$ cat src/rtl/gpio_irq_pkg.sv
package gpio_irq_pkg;

  // Register bank selected by the upper address nibble
  typedef enum logic [3:0] {
    BANK_PIN  = 4'h0,
    BANK_RISE = 4'h1,
    BANK_FALL = 4'h2,
    BANK_ARM  = 4'h3,
    BANK_STAT = 4'h4
  } bank_e;

  localparam int unsigned BANK_W     = 4;
  localparam int unsigned IDX_W      = 4;
  localparam int unsigned BANK_COUNT = 5;

endpackage

$ cat src/rtl/gpio_irq_sync.sv
module gpio_irq_sync #(
  parameter int unsigned WIDTH  = 48,
  parameter int unsigned STAGES = 2
) (
  input  logic             clk,
  input  logic             rst,
  input  logic [WIDTH-1:0] pad_in,
  output logic [WIDTH-1:0] lvl,
  output logic [WIDTH-1:0] prv
);

  logic [WIDTH-1:0] chain [STAGES];

  // Pads idle high through their pull-ups, so reset the chain to ones.
  generate
    for (genvar s = 0; s < STAGES; s++) begin : g_stage
      if (s == 0) begin : g_first
        always_ff @(posedge clk) begin
          if (rst) chain[0] <= '1;
          else     chain[0] <= pad_in;
        end
      end else begin : g_next
        always_ff @(posedge clk) begin
          if (rst) chain[s] <= '1;
          else     chain[s] <= chain[s-1];
        end
      end
    end
  endgenerate

  always_ff @(posedge clk) begin
    if (rst) prv <= '1;
    else     prv <= chain[STAGES-1];
  end

  assign lvl = chain[STAGES-1];

  // History register must always trail the synchronized level by one cycle
  AST_HISTORY_TRAILS: assert property (@(posedge clk) disable iff (rst)
    prv == $past(lvl));

endmodule

$ cat src/rtl/gpio_irq_port.sv
module gpio_irq_port #(
  parameter int unsigned PORT_W = 8
) (
  input  logic              clk,
  input  logic              rst,
  input  logic [PORT_W-1:0] wdata,
  input  logic              we_out,
  input  logic              we_rise,
  input  logic              we_fall,
  input  logic              we_arm,
  input  logic [PORT_W-1:0] lvl,
  input  logic [PORT_W-1:0] prv,
  output logic [PORT_W-1:0] drive_lo,
  output logic [PORT_W-1:0] rise_q,
  output logic [PORT_W-1:0] fall_q,
  output logic [PORT_W-1:0] arm_q,
  output logic [PORT_W-1:0] stat_q
);

  logic [PORT_W-1:0] out_q;
  logic [PORT_W-1:0] ev;
  logic [PORT_W-1:0] keep;
  logic [PORT_W-1:0] stat_n;

  always_ff @(posedge clk) begin
    if (rst) begin
      out_q  <= '1;
      rise_q <= '0;
      fall_q <= '0;
      arm_q  <= '0;
    end else begin
      if (we_out)  out_q  <= wdata;
      if (we_rise) rise_q <= wdata;
      if (we_fall) fall_q <= wdata;
      if (we_arm)  arm_q  <= wdata;
    end
  end

  assign drive_lo = ~out_q;

  // Qualified edge events; the arm value in force this cycle gates them.
  assign ev     = ((lvl & ~prv & rise_q) | (~lvl & prv & fall_q)) & arm_q;
  // A clearing write in the same cycle overrides a new event.
  assign keep   = we_arm ? wdata : '1;
  assign stat_n = (stat_q | ev) & keep;

  always_ff @(posedge clk) begin
    if (rst) stat_q <= '0;
    else     stat_q <= stat_n;
  end

  AST_DRIVE_FOLLOWS: assert property (@(posedge clk) disable iff (rst)
    $past(we_out) |-> drive_lo == ~$past(wdata));

  AST_NEED_EDGE: assert property (@(posedge clk) disable iff (rst)
    (stat_q & ~$past(stat_q) & ~($past(lvl) ^ $past(prv))) == '0);

  AST_NO_SET_UNARMED: assert property (@(posedge clk) disable iff (rst)
    (stat_q & ~$past(stat_q) & ~$past(arm_q)) == '0);

  AST_CLEAR_WINS: assert property (@(posedge clk) disable iff (rst)
    $past(we_arm) |-> (stat_q & ~$past(wdata)) == '0);

  AST_STICKY: assert property (@(posedge clk) disable iff (rst)
    ((~stat_q & $past(stat_q)) != '0) |-> $past(we_arm));

endmodule

$ cat src/rtl/gpio_irq_rdmux.sv
module gpio_irq_rdmux
  import gpio_irq_pkg::*;
#(
  parameter int unsigned NUM_PORTS = 6,
  parameter int unsigned PORT_W    = 8,
  parameter int unsigned ADDR_W    = 8
) (
  input  logic                        clk,
  input  logic                        rst,
  input  logic [ADDR_W-1:0]           addr,
  input  logic [NUM_PORTS*PORT_W-1:0] pin_vec,
  input  logic [NUM_PORTS*PORT_W-1:0] rise_vec,
  input  logic [NUM_PORTS*PORT_W-1:0] fall_vec,
  input  logic [NUM_PORTS*PORT_W-1:0] arm_vec,
  input  logic [NUM_PORTS*PORT_W-1:0] stat_vec,
  output logic [PORT_W-1:0]           rdata
);

  logic [BANK_W-1:0] bank;
  logic [IDX_W-1:0]  idx;
  logic [PORT_W-1:0] pin_s, rise_s, fall_s, arm_s, stat_s;
  logic [PORT_W-1:0] rd_n;

  assign bank = addr[ADDR_W-1 -: BANK_W];
  assign idx  = addr[IDX_W-1:0];

  always_comb begin
    pin_s  = '0;
    rise_s = '0;
    fall_s = '0;
    arm_s  = '0;
    stat_s = '0;
    for (int p = 0; p < NUM_PORTS; p++) begin
      if (idx == IDX_W'(p)) begin
        pin_s  = pin_vec [p*PORT_W +: PORT_W];
        rise_s = rise_vec[p*PORT_W +: PORT_W];
        fall_s = fall_vec[p*PORT_W +: PORT_W];
        arm_s  = arm_vec [p*PORT_W +: PORT_W];
        stat_s = stat_vec[p*PORT_W +: PORT_W];
      end
    end
    case (bank_e'(bank))
      BANK_PIN:  rd_n = pin_s;
      BANK_RISE: rd_n = rise_s;
      BANK_FALL: rd_n = fall_s;
      BANK_ARM:  rd_n = arm_s;
      BANK_STAT: rd_n = stat_s;
      default:   rd_n = '0;
    endcase
  end

  always_ff @(posedge clk) begin
    if (rst) rdata <= '0;
    else     rdata <= rd_n;
  end

  AST_UNDEF_READS_ZERO: assert property (@(posedge clk) disable iff (rst)
    ($past(bank) >= BANK_W'(BANK_COUNT)) |-> rdata == '0);

endmodule

$ cat src/rtl/gpio_edge_irq.sv
module gpio_edge_irq
  import gpio_irq_pkg::*;
#(
  parameter int unsigned NUM_PORTS   = 6,
  parameter int unsigned PORT_W      = 8,
  parameter int unsigned ADDR_W      = 8,
  parameter int unsigned SYNC_STAGES = 2
) (
  input  logic                        clk,
  input  logic                        rst,
  input  logic [ADDR_W-1:0]           reg_addr,
  input  logic [PORT_W-1:0]           reg_wdata,
  input  logic                        reg_we,
  output logic [PORT_W-1:0]           reg_rdata,
  input  logic [NUM_PORTS*PORT_W-1:0] pad_in,
  output logic [NUM_PORTS*PORT_W-1:0] pad_drive_lo,
  output logic                        irq_n
);

  localparam int unsigned PINS = NUM_PORTS * PORT_W;

  logic [PINS-1:0]   lvl, prv;
  logic [PINS-1:0]   rise_vec, fall_vec, arm_vec, stat_vec;
  logic [BANK_W-1:0] bank;
  logic [IDX_W-1:0]  idx;

  assign bank = reg_addr[ADDR_W-1 -: BANK_W];
  assign idx  = reg_addr[IDX_W-1:0];

  gpio_irq_sync #(.WIDTH(PINS), .STAGES(SYNC_STAGES)) u_sync (
    .clk    (clk),
    .rst    (rst),
    .pad_in (pad_in),
    .lvl    (lvl),
    .prv    (prv)
  );

  generate
    for (genvar p = 0; p < NUM_PORTS; p++) begin : g_port
      logic hit;
      assign hit = reg_we && (idx == IDX_W'(p));

      gpio_irq_port #(.PORT_W(PORT_W)) u_port (
        .clk      (clk),
        .rst      (rst),
        .wdata    (reg_wdata),
        .we_out   (hit && bank == BANK_PIN),
        .we_rise  (hit && bank == BANK_RISE),
        .we_fall  (hit && bank == BANK_FALL),
        .we_arm   (hit && bank == BANK_ARM),
        .lvl      (lvl[p*PORT_W +: PORT_W]),
        .prv      (prv[p*PORT_W +: PORT_W]),
        .drive_lo (pad_drive_lo[p*PORT_W +: PORT_W]),
        .rise_q   (rise_vec[p*PORT_W +: PORT_W]),
        .fall_q   (fall_vec[p*PORT_W +: PORT_W]),
        .arm_q    (arm_vec[p*PORT_W +: PORT_W]),
        .stat_q   (stat_vec[p*PORT_W +: PORT_W])
      );
    end
  endgenerate

  gpio_irq_rdmux #(.NUM_PORTS(NUM_PORTS), .PORT_W(PORT_W), .ADDR_W(ADDR_W)) u_rdmux (
    .clk      (clk),
    .rst      (rst),
    .addr     (reg_addr),
    .pin_vec  (lvl),
    .rise_vec (rise_vec),
    .fall_vec (fall_vec),
    .arm_vec  (arm_vec),
    .stat_vec (stat_vec),
    .rdata    (reg_rdata)
  );

  always_ff @(posedge clk) begin
    if (rst) irq_n <= 1'b1;
    else     irq_n <= ~(|stat_vec);
  end

  AST_IRQ_ASSERTS: assert property (@(posedge clk) disable iff (rst)
    (|stat_vec) |=> !irq_n);

  AST_IRQ_RELEASES: assert property (@(posedge clk) disable iff (rst)
    !(|stat_vec) |=> irq_n);

endmodule

$ cat config.mk
export PLATFORM = sky130hd
export DESIGN_NAME = gpio_edge_irq
export DESIGN_NICKNAME = d
export VERILOG_FILES = /design/src/rtl/gpio_irq_pkg.sv /design/src/rtl/gpio_irq_sync.sv /design/src/rtl/gpio_irq_port.sv /design/src/rtl/gpio_irq_rdmux.sv /design/src/rtl/gpio_edge_irq.sv
export SDC_FILE = /design/constraint.sdc
export NUM_CORES = 1
export LEC_CHECK = 0
export ABC_AREA = 1
export CAP_MARGIN = 15
export CELL_PAD_IN_SITES_DETAIL_PLACEMENT = 0
export CELL_PAD_IN_SITES_GLOBAL_PLACEMENT = 1
export CORE_ASPECT_RATIO = 1.25
export CORE_UTILIZATION = 46
export CTS_BUF_LIST = sky130_fd_sc_hd__clkbuf_16
export CTS_CLUSTER_SIZE = 14
export DETAILED_ROUTE_END_ITERATION = 8
export HOLD_SLACK_MARGIN = 0.06
export PLACE_DENSITY_LB_ADDON = 0.1
export SYNTH_ARGS = -nofsm -noshare
export SYNTH_HDL_FRONTEND = slang
export SYNTH_SLANG_ARGS = --single-unit
$ cat constraint.sdc
create_clock -name clk -period 2.6 [get_ports clk]
set_input_delay 0.65 -clock clk [delete_from_list [all_inputs] [get_ports clk]]
set_output_delay 0.65 -clock clk [all_outputs]
set_load 0.005 [all_outputs]
======== Word level (Yosys, flattened, before mapping) ========
Memories as Yosys holds them, arrays and structs flattened.
Cells that the tools add are included.
storage, ports and cells
  memories ................................ 1
  memory bits (writable) .................. 96
  word-level logic and storage cells ...... 187
  bits of input ports ..................... 67
  output and inout bits ................... 57
  flip-flop bits (word level) ............. 297
operators by class
  equality and inequality tests ........... 9
  reduce and logical (&&, ||, !) cells .... 33
  bitwise gates (word level) .............. 69
  multiplexer cells ....................... 42
memories
  memory        depth  bits a word  read ports  clocked after memory_dff  write ports  line                 text
  u_sync.chain  2      48           2           0                         2            gpio_irq_sync.sv:12  logic [WIDTH-1:0] chain [STAGES];
operators by type and width
  cell                number
  $and 8x8->8         36
  $mux 8              36
  $not 8->8           18
  $mux 48             2
  $or 8x8->8          12
  $reduce_or 48->1    1
  $pmux 8 s5          1
  $logic_and 1x1->1   30
  $eq 4x2->1 const B  4
  $eq 4x3->1 const B  3
  $eq 4x1->1 const B  2
  $logic_not 4->1     2
  $mux 1              3
  $or 1x1->1          2
  $not 1->1           1

======== Logic depth before layout (Yosys ltp) ========
  depth in word-level cells ............... 8
  gate-level depth with buffers ........... 14
  depth with buffers taken out ............ 12

======== By module ========
From an unflattened synthesis, not the netlist that was laid out.
unflattened totals
  cell total of the unflattened synthesis .. 2399
  area, all modules ....................... 16998.8 um2
modules (own cells, without submodules)
  module          seq. area each (um2)  cells each  area an instance (um2)  instances
  gpio_irq_port   800.8                 217         1629.1                  6
  gpio_irq_sync   2882.8                448         4086.4                  1
  gpio_irq_rdmux  160.2                 560         2762.6                  1
  gpio_edge_irq   20.0                  89          375.4                   1

======== Least setup slack after synthesis ========
OpenSTA, ideal clock, no wires.
  kind .................................... input-to-reg
  start ................................... input port reg_addr[6]
  end ..................................... register g_port[2].u_port.arm_q[4]
  required time ........................... 2475 ps
  buffers on the path ..................... 2
  path slack .............................. 748 ps
  cell stages on the path ................. 7
  library setup time ...................... 125 ps
  data arrival time ....................... 1728 ps
  path through ............................ or2_4 > nor3_1 > buf_2 > nand2_1 > buf_2 > o21ai_0 > a21oi_1
on the way
  cells in the longest elaborated chain, start to end .. 2
RTL lines
  item                  line                 text
  start, declared       gpio_edge_irq.sv:11  input logic [ADDR_W-1:0] reg_addr,
  $eq 4x2->1            gpio_edge_irq.sv:50  .we_arm (hit && bank == BANK_ARM),
  $logic_and 1x1->1     gpio_edge_irq.sv:50
  end signal, assigned  gpio_irq_port.sv:35  if (we_arm) arm_q <= wdata;
  end, declared         gpio_irq_port.sv:16  output logic [PORT_W-1:0] arm_q,
No other way between the ends.
A chain may end at the register's enable or synchronous reset.

======== Final worst setup path ========
  start ................................... input port reg_addr[1]
  end ..................................... register u_rdmux.rdata[4]
on the way
  cells in the longest elaborated chain, start to end .. 8
  elaborated cells on any way between the ends .. 37
  classes of those cells .................. 5 x eq/ne; 31 x mux; 1 x reduce/logical
RTL lines
  item                  line                  text
  $logic_not 4->1       gpio_irq_rdmux.sv:34  if (idx == IDX_W'(p)) begin
  $mux 8 (6 in series)  gpio_irq_rdmux.sv:34
  $pmux 8 s5 *          gpio_irq_rdmux.sv:42  case (bank_e'(bank))
  end signal, assigned  gpio_irq_rdmux.sv:54  else rdata <= rd_n;
  end, declared         gpio_irq_rdmux.sv:16  output logic [PORT_W-1:0] rdata
Mark *: on every way between the ends. The rest lies on a longest branch, timed or not.

==> results_dict.tcl <==
set metrics [dict create \
    design_area_mm2 0.0193 \
    grt_pass1_vias 13600 \
    post-route-drc-count 0 \
    via_count 14300 \
    syn-cell-area_mm2 0.0157 \
    postCtsHoldBufs 0 \
    drive_above_1_share 0.137 \
    path_delay_family "buffers and inverters" \
    timing.final.hold_violations 0 \
    setup_viol 0 \
    cts_tree "done" \
    arrival_ns 2.82 \
    slew_headroom 0.531 \
    hold_class "reg2reg" \
    die_area_mm2 0.0349 \
    synth_cell_types 33 \
    die-height_um 209 \
    fp.dieW_um 167 \
    gr_usage_total 0.306 \
    cp.required_ns 3.09 \
    number_of_resized_instances_in_the_post_cts_repair_step 0 \
    first_iter_violations 981 \
    period_share 0.897 \
    critical-path-top-cell-by-count "sky130_fd_sc_hd__nor2_1" \
    ys_seq_area_frac 0.500 \
    dp_cells 2598 \
    final_skew_ns 0.0242 \
    fmax_mhz 429 \
    final_cell_mix "sky130_fd_sc_hd__dfxtp_1 (393), sky130_fd_sc_hd__nor2_1 (251), sky130_fd_sc_hd__o21ai_0 (238), sky130_fd_sc_hd__nand2_1 (235), sky130_fd_sc_hd__a21oi_1 (216)" \
    syn-instance-count 2069 \
    nets 2285 \
    critical_path.reg2reg.startpoint "g_port[3].u_port.stat_q[3]$_SDFF_PP0_" \
    holdWs_ns 0.399 \
    global_placement_routability_congestion 0.945 \
    synth_fp_nets 2136 \
    cts_root_buf "sky130_fd_sc_hd__clkbuf_16" \
    grt_start_max_net_pins 91 \
    mostFrequentLayoutCell "sky130_fd_sc_hd__dfxtp_1" \
    timing.critical_path.to_type "flip-flop" \
    post_drt_via_cell_ratio 5.36 \
    critPathLaunchType "input port" \
    cts_made_buffers 41 \
    worstHoldStart "u_sync.chain[0][18]$_SDFF_PP1_" \
    final.fill_count 3212 \
    port-buffer-count 123 \
    timing.max_cap.violations 0 \
    placement_rows 75 \
    worstSetupPathType "in2reg" \
    setup_tns_ns 0 \
    worst_pin_slew_ns 0.697 \
    numClockSinks 393 \
    route.detailed.wl_per_inst_um 20.0 \
    critical_path.n_buffers_inverters 3 \
    number_of_detailed_route_iterations_in_the_first_pass 5 \
    routed_wirelength_um 53600 \
    vdd_drop_max_v 0.000490 \
    first_pass_grt_wire_length_um 80600 \
    ff_latch_area_mm2 0.00787 \
    clock_latency_ns 0.55 \
    post-layout-total-power_uw 12900 \
    ys_warn_count 0 \
    cts.htree.levels 2 \
    hpwlAfterDp_um 38700 \
    area_growth_syn_to_layout_pct 22.6 \
    min_delay_path_depth 1 \
    yosys_register_bits 393 \
    multi_input_area_mm2 0.00649 \
    initial_utilization 0.468 \
    min_to "u_sync.chain[1][18]$_SDFF_PP1_" \
    drv_slew 0 \
    power_per_cell_area_mw_per_mm2 668 \
    cp_slowest_stage_delay_ns 0.50 \
    crit_chain "clkdlybuf4s50_1, nor2_2, buf_12, nand2_2, buf_4, o21ai_0, nor2_1, nand3_1, nand2_1, nand2_1, nor2_1, nor2_1" \
    standard_cell_core_area_mm2 0.0336 \
    regToRegSetupSlack_ns 0.96 \
    regToRegEndpoint "irq_n$_SDFF_PP1_" \
    cts-root-to-sink-buffers 3 \
    grt_setup_unrepaired "no" \
    clkSlewWorstSetupHoldPaths_ns 0.06 \
    leakagePower_uw 0.00838 \
    design.portCount 124 \
    run_status "completed" \
    slowest_stage "sky130_fd_sc_hd__clkdlybuf4s50_1" \
    worst_reg_to_reg_path_cell_count 5 \
    timing.final.crit_period_ns 2.33 \
    number_of_antenna_violations_at_the_first_check_in_global_routing 1 \
    ant_nets 0 \
    timing.critical_path.fanout_max 15 \
    globalRouteOverflowTotal 0 \
    post_cts.repair.setup_buffers 0 \
    post_synth.cell_area_avg_um2 7.60 \
    layoutNonFillerInstCount 2673 \
    placement.cell_area_mm2 0.0179 \
]
==> kinds of logic after synthesis <==
logic type / Yosys count / synth area share
AO/OA/AOI/OAI: 525 / 0.174
buffers and inverters: 342 / 0.0879
flip-flops: 393 / 0.500
AND/OR/NAND/NOR: 809 / 0.237
==> per-stage QoR <==
stage	worst slack (ns)	util
4_1_cts	0.242	0.574
3_3_place_gp	-0.330	0.533
6_report	0.269	0.574
5_1_grt	0.171	0.574
3_5_place_dp	-0.332	0.533
2_1_floorplan	0.748	-
==> final cells by class <==
class / instances / share of cell area
multi-input combinational: 1334 / 0.337
clock buffer: 42 / 0.0545
timing repair buffer: 228 / 0.114
antenna: 1 / 0.000130
clock inverter: 32 / 0.0164
inverter: 220 / 0.0430
tap: 423 / 0.0275
sequential: 393 / 0.408
==> how the worst max path moves through the flow <==
| stage | startpoint | to | slack, ns | cells after the start |
|---|---|---|---|---|
| finish | reg_addr[1] | u_rdmux.rdata[4]$_SDFF_PP0_ | 0.27 | 12 |
| global route | reg_addr[1] | u_rdmux.rdata[4]$_SDFF_PP0_ | 0.17 | 12 |
| CTS | reg_addr[1] | u_rdmux.rdata[4]$_SDFF_PP0_ | 0.24 | 12 |
| detailed placement | reg_addr[1] | u_rdmux.rdata[4]$_SDFF_PP0_ | -0.33 | 12 |
| global placement | reg_addr[1] | u_rdmux.rdata[4]$_SDFF_PP0_ | -0.33 | 12 |
| floorplan | reg_addr[6] | g_port[2].u_port.arm_q[4]$_SDFFE_PP0P_ | 0.75 | 7 |
==> worst register-to-register path, stage by stage, from the launching register on <==
cell and delay [ns]:
sky130_fd_sc_hd__dfxtp_1 0.33, sky130_fd_sc_hd__nor4_1 0.64, sky130_fd_sc_hd__nand4_1 0.30, sky130_fd_sc_hd__nor2_1 0.19, sky130_fd_sc_hd__nand2_1 0.06, sky130_fd_sc_hd__nand2_1 0.07
==> synth_stat cells (all sizes together) <==
master,instances,area share
a21o,2,0.00095
a21oi,216,0.069
a31oi,10,0.0040
buf,51,0.018
clkbuf,71,0.017
dfxtp,393,0.50
inv,220,0.053
nand2,241,0.059
nand3,171,0.054
nand3b,7,0.0033
nand4,4,0.0016
nor2,261,0.066
nor3,7,0.0061
nor3b,1,0.00080
nor4,12,0.0048
o211ai,8,0.0038
o21ai,257,0.082
o22ai,3,0.0012
o31ai,29,0.014
or2,105,0.042
==> flip-flops by register name, indices dropped and copies added (netlist names) <==
signal                count
u_sync.chain             96
g_port.u_port.out_q      48
u_rdmux.rdata             8
g_port.u_port.stat_q     48
g_port.u_port.rise_q     48
irq_n                     1
g_port.u_port.fall_q     48
g_port.u_port.arm_q      48
u_sync.prv               48
==> power by group <==
group | internal (µW) | switching [µW] | total [µW]
clock network | 3460 | 2490 | 5950
logic | 296 | 472 | 768
registers | 6120 | 49.6 | 6170
total | 9870 | 3010 | 12900
==> per-layer routing <==
| metal | GRT usage | vias up | routed length [µm] |
|---|---|---|---|
| met2 | 0.522 | 462 | 25500 |
| met5 | 0 | - | 0 |
| met4 | 0.145 | 0 | 2510 |
| met3 | 0.0367 | 119 | 2920 |
| met1 | 0.383 | 6684 | 22600 |
| li1 | - | 7049 | - |
(Power assumes the default switching activity.)
